==> config.mk <==
export PLATFORM = sky130hd
export DESIGN_NAME = mio_pin_ctrl
export DESIGN_NICKNAME = d
export VERILOG_FILES = /design/src/rtl/mio_pkg.sv /design/src/rtl/mio_pad_mux.sv /design/src/rtl/mio_irq_gate.sv /design/src/rtl/mio_sync_edge.sv /design/src/rtl/mio_pin_ctrl.sv
export SDC_FILE = /design/constraint.sdc
export NUM_CORES = 1
export LEC_CHECK = 0
export BUFFER_PORTS_ARGS = -buffer_cell sky130_fd_sc_hd__buf_2
export CAP_MARGIN = 20
export CORE_AREA = 2 2 39 41
export CTS_CLUSTER_DIAMETER = 40
export DETAILED_ROUTE_END_ITERATION = 8
export DIE_AREA = 0 0 41 43
export GPL_TIMING_DRIVEN = 0
export SKIP_CTS_REPAIR_TIMING = 1
export SLEW_MARGIN = 0
export SYNTH_ARGS = -nofsm -noshare
export SYNTH_HDL_FRONTEND = slang
export SYNTH_HIERARCHICAL = 1
export SYNTH_SLANG_ARGS = --single-unit
==> constraint.sdc <==
create_clock -name clk -period 0.8 [get_ports clk]
set_input_delay 0 -clock clk [delete_from_list [all_inputs] [get_ports clk]]
set_output_delay 0 -clock clk [all_outputs]
set_load 0.01 [all_outputs]
==> src/rtl/mio_pkg.sv <==
package mio_pkg;
  typedef enum logic [1:0] {
    SER_OFF   = 2'b00,
    SER_3WIRE = 2'b01,
    SER_2WIRE = 2'b10,
    SER_RSVD  = 2'b11
  } ser_mode_e;

  typedef struct packed {
    logic oe;
    logic val;
    logic pu;
  } pad_ctl_t;
endpackage

==> src/rtl/mio_pad_mux.sv <==
module mio_pad_mux
  import mio_pkg::*;
(
  input  logic      port_data,
  input  logic      port_dir,
  input  logic      pull_req,
  input  ser_mode_e mode,
  input  logic      ser_bit,
  input  logic      pwm_en,
  input  logic      pwm_wave,
  output pad_ctl_t  ctl
);
  logic two_wire;
  logic three_wire;
  logic pwm_owns;
  logic port_pu;

  assign two_wire   = (mode == SER_2WIRE);
  assign three_wire = (mode == SER_3WIRE);
  assign pwm_owns   = pwm_en && !two_wire && !three_wire;
  assign port_pu    = pull_req && !port_dir && port_data;

  // Precedence: open-drain line, then inverted waveform, then plain port.
  always_comb begin
    ctl = '{oe: port_dir, val: port_data, pu: port_pu};
    if (two_wire) begin
      ctl.oe  = port_dir && !(port_data && ser_bit);
      ctl.val = 1'b0;
      ctl.pu  = 1'b0;
    end else if (pwm_owns) begin
      ctl.val = !pwm_wave;
    end
  end
endmodule

==> src/rtl/mio_irq_gate.sv <==
module mio_irq_gate
  import mio_pkg::*;
(
  input  ser_mode_e mode,
  input  logic      pwm_en,
  input  logic      gie,
  input  logic      pc_en,
  input  logic      sleep,
  output logic      pc_live,
  output logic      din_en
);
  logic masked;

  assign masked  = pwm_en || (mode == SER_3WIRE) || (mode == SER_2WIRE);
  assign pc_live = gie && pc_en && !masked;
  assign din_en  = !sleep || pc_live;
endmodule

==> src/rtl/mio_sync_edge.sv <==
module mio_sync_edge #(
  parameter int SYNC_STAGES = 2
) (
  input  logic clk,
  input  logic rst_n,
  input  logic d_in,
  output logic q_sync,
  output logic changed
);
  localparam int LAST = SYNC_STAGES - 1;

  logic [LAST:0] stage;
  logic          prev_q;

  always_ff @(posedge clk or negedge rst_n) begin
    if (!rst_n) stage[0] <= 1'b0;
    else        stage[0] <= d_in;
  end

  for (genvar g = 1; g < SYNC_STAGES; g++) begin : g_stage
    always_ff @(posedge clk or negedge rst_n) begin
      if (!rst_n) stage[g] <= 1'b0;
      else        stage[g] <= stage[g-1];
    end
  end

  always_ff @(posedge clk or negedge rst_n) begin
    if (!rst_n) prev_q <= 1'b0;
    else        prev_q <= stage[LAST];
  end

  assign q_sync  = stage[LAST];
  assign changed = stage[LAST] ^ prev_q;
endmodule

==> src/rtl/mio_pin_ctrl.sv <==
module mio_pin_ctrl
  import mio_pkg::*;
#(
  parameter int SYNC_STAGES = 2
) (
  input  logic       clk,
  input  logic       rst_n,
  input  logic       port_data,
  input  logic       port_dir,
  input  logic       pull_req,
  input  logic [1:0] ser_mode,
  input  logic       ser_bit,
  input  logic       pwm_en,
  input  logic       pwm_wave,
  input  logic       gie,
  input  logic       pc_en,
  input  logic       sleep,
  input  logic       pad_in,
  output logic       pad_oe,
  output logic       pad_out,
  output logic       pad_pu,
  output logic       din_en,
  output logic       pin_sync,
  output logic       pc_irq
);
  ser_mode_e mode;
  pad_ctl_t  ctl;
  logic      pc_live;
  logic      changed;

  assign mode = ser_mode_e'(ser_mode);

  mio_pad_mux u_mux (
    .port_data (port_data),
    .port_dir  (port_dir),
    .pull_req  (pull_req),
    .mode      (mode),
    .ser_bit   (ser_bit),
    .pwm_en    (pwm_en),
    .pwm_wave  (pwm_wave),
    .ctl       (ctl)
  );

  mio_irq_gate u_gate (
    .mode    (mode),
    .pwm_en  (pwm_en),
    .gie     (gie),
    .pc_en   (pc_en),
    .sleep   (sleep),
    .pc_live (pc_live),
    .din_en  (din_en)
  );

  mio_sync_edge #(.SYNC_STAGES(SYNC_STAGES)) u_sync (
    .clk     (clk),
    .rst_n   (rst_n),
    .d_in    (pad_in && din_en),
    .q_sync  (pin_sync),
    .changed (changed)
  );

  assign pad_oe  = ctl.oe;
  assign pad_out = ctl.val;
  assign pad_pu  = ctl.pu;
  assign pc_irq  = changed && pc_live;
endmodule

## After elaboration in Yosys (flattened, before gate mapping)

Cells that the tools add are included.

- Output and inout port bits: 6
- Logic and storage cells: 30
- Input bits: 14
- Register bits: 3

- Mux-type cells: 4
- Reduce and logical (&&, ||, !) cells: 20
- Bitwise gates (word level): 1
- Equality and inequality tests: 2

Operators by type and width:

| cell | count |
|---|---|
| logical AND 1 bit | 10 |
| logical NOT 1 bit | 7 |
| two-way mux 1 bit | 4 |
| logical OR 1 bit | 3 |
| == test 2 x 1 -> 1 bit, second input constant | 1 |
| == test 2 bit, second input constant | 1 |
| XOR 1 bit | 1 |

## Longest topological paths before layout

- Depth in word-level cells: 7
- Gate-level depth with buffers: 3
- Gate-level depth less buffers: 3

## Cells and area by module

Netlist, hierarchy kept.

Modules (own cells, without submodules):

| module | times used | area an instance (um^2) | cells an instance |
|---|---|---|---|
| mio_sync_edge | 1 | 83.8 | 4 |
| mio_pad_mux | 1 | 62.6 | 11 |
| mio_irq_gate | 1 | 30.0 | 4 |
| mio_pin_ctrl | 1 | 12.5 | 2 |

## Worst setup path before layout

Ideal clock, no wire load.

- Path kind: register to output
- From: register u_sync.stage[1] (netlist: u_sync/q_sync)
- To: output port pc_irq
- Required time: 800 ps
- Cell stages (with the launch flop): 3
- Data arrival time: 734 ps
- Slack: 66 ps
- Cells stage by stage: dfrtp_1 xor2_1 and2_1

- Word-level cells in the longest chain between the ends: 2

Ends and longest elaborated chain:

| element | RTL line | text |
|---|---|---|
| from (decl) | mio_sync_edge.sv:12 | `logic [LAST:0] stage;` |
| from (signal, indexed assignment) | mio_sync_edge.sv:23 | `else stage[g] <= stage[g-1];` |
| XOR 1 bit | mio_sync_edge.sv:33 | `assign changed = stage[LAST] ^ prev_q;` |
| net changed | mio_pin_ctrl.sv:29 | `logic changed;` |
| logical AND 1 bit | mio_pin_ctrl.sv:65 | `assign pc_irq = changed && pc_live;` |
| to (decl) | mio_pin_ctrl.sv:24 | `output logic pc_irq` |

The timed path passes the listed nets, and every way through them passes these cells.

## Final worst setup path

Same ends and word-level chain as after synthesis.

==> flow_summary.yaml <==
finish:
  area.growth.synth_to_final_pct: 89.4
  antenna_cells: 0
  final_nets: 62
  final_cell_area_sq_um: 358
  fin_cells: 63
  nFillCells: 154
  utilization_pct: 25.9
  drive_above_1_share_pct: 53.2
grt:
  grt_usage_pct: 7.34
  gr-total-overflow: 0
  grt_pass1_vias: 220
  antenna_found_initial: 0
  grt_max_degree: 6
  grt_pass1_wl_um: 821
route:
  wl_per_cell_um: 8.14
  drcViolationCount: 0
  vias: 237
  drt_pass1_iterations: 2
  drt_wl_total_um: 513
  drt_iter0_markers: 2
  via_per_inst: 3.76
  antenna_left: 0
pwr:
  irDropWorstVdd_mv: 0.576
  p_per_area_nw_per_um2: 1540
  p_total_uw: 551
  leakagePower_nw: 0.195
synth:
  syn_area_per_cell_sq_um: 9.00
  synth_area_leaders: "dfrtp_1 40%, xor2_1 9.3%, nor2b_4 7.3%"
  synthArstFlopShare_pct: 100
  synthCells: 21
  syn-num-nets: 35
  synth_most_common_cell: "dfrtp_1"
  synth_seq_cells: 3
  synth_edf_count: 0
  ys.flop_type: "dfrtp_1"
  yosysTopAreaCell: "dfrtp_1"
  ys_seq_area_share_pct: 39.7
  synth_top_area_share_pct: 39.7
  syn_area_sq_um: 189
  ys_warn_count: 6
  synth.distinct_cells: 14
floorplan:
  core_area_sq_um: 1380
  dieArea_sq_um: 1760
  start_util_pct: 13.7
  die_h_um: 43
  die-width_um: 41
  rows: 14
  pin_count: 20
clocking:
  worstSkewPairLatency_ns: 0.23
  clkTransAtPathRegs_ns: 0.04
  htree_levels: 1
  clockBufferDepth: 2
  cts-buffers-inserted: 3
  cts_tree: "yes"
  cts.root.buffer_cell: "clkbuf_4"
  clock_sinks: 3
place:
  dp.cells: 56
  dp_slack_ns: -0.000490
  placed_area_sq_um: 304
  numPortBuffers: 19
  dp.final_hpwl_um: 440
  place.gp.congestion: 0.674
timing:
  fmax_mhz: 982
  setup-tns-final_ns: -0.218
  tightestPinTransition_ns: 0.219
  drv_slew: 0
  hold_viol_final: 0
  slew_headroom_pct: 85.3
  hold_slack_ns: 0.0797
  skew_ns: 0.00288
  setup_violations: 1
  grt_setup_unrepaired: "true"
  timing.final.crit_share_pct: 127
  worst_slack_ns: -0.218
  final.min_clock_period_ns: 1.02
setup_path:
  worst_path_largest_cell_delay_ns: 0.39
  cp_max_fo: 3
  start_kind: "flip-flop"
  cpMaxStageDelayCell: "dfrtp_1"
  worst_ep_arrival_time_ns: 1.02
  regToRegSetupSlack_ns: 0.17
  crit_path_cell_trace: "xor2_1 > and2_1 > buf_2"
  crit_type: "reg2out"
  timing.rr.start: "u_sync/q_sync"
  cp-startpoint: "u_sync/q_sync"
  worst_ep_required_time_ns: 0.80
  end_kind: "output pin"
worst_hold_path:
  min_from: "sleep"
  min_path_type: "in2reg"
outcome:
  outcome: "finished with violations"
  violations: "setup timing"
job:
  maxCapViolations: 0
routing by layer:
metal / share of wire (%) / vias to the layer above / track usage (%) / wire [um]
met4: 0 / 0 / 4.00 / 0
met1: 46 / 91 / 8.06 / 236
li1: - / 124 / - / -
met3: 19 / 0 / 7.33 / 95
met5: 0 / - / 0 / 0
met2: 35 / 22 / 8.75 / 181
path summary, 6_finish.rpt:
check | to | cells after the start
worst max-delay path | pc_irq | 3
worst min-delay path | u_sync/stage[0] | 3
worst max register to register | u_sync/prev_q | 1
worst min register to register | u_sync/q_sync | 0
max in group asynchronous | u_sync/prev_q | 2
min in group asynchronous | u_sync/q_sync | 2
flip-flops by register name, summed over array words and instances, names as in the netlist:
signal and cells:
u_sync/prev_q 1, u_sync/q_sync 1, u_sync/stage 1
critical path: cells and delay by family (launching register included):
family	cells	cell delay, ns
DFF	1	0.39
buffers and inverters	1	0.13
xor gates and xnor gates	1	0.14
and+or+nand+nor	1	0.13
final cells by class:
type / count / area (sq um) / area share (%)
repair buffers: 22 / 123 / 34.3
well taps: 16 / 20.0 / 5.59
inverters: 1 / 3.75 / 1.05
multi-input cells: 17 / 110 / 30.8
clock buffers: 4 / 26.3 / 7.34
flip-flops and latches: 3 / 75.1 / 21.0
placed cells by master, fill, tap and decap left out, drive strengths merged:
cell | netlist | final
buf | 0 | 20
clkbuf | 0 | 4
dfrtp | 3 | 3
and2 | 2 | 2
dlygate4sd3 | 0 | 2
xor2 | 2 | 2
nand2 | 2 | 2
nor3 | 2 | 2
a21oi | 2 | 2
o31ai | 1 | 1
nor2b | 1 | 1
inv | 1 | 1
a31oi | 1 | 1
nand2b | 1 | 1
nand3 | 1 | 1
o21ai | 1 | 1
nor2 | 1 | 1
power breakdown:
group,internal (mW),leakage [nW],switching (mW)
combinational,0.0647,0.142,0.0556
sequential,0.162,0.0384,0.00446
clock,0.187,0.0150,0.0779
total,0.413,0.195,0.138
kinds of logic (layout without fill, tap and decap cells):
group	Yosys count	in the layout	synth area share, %
compound gates	5	5	17.9
xor+xnor	2	2	9.27
buf+inv	1	27	1.98
flops	3	3	39.7
simple gates	10	10	31.1
Note: power is estimated with default switching activity, not from simulation.
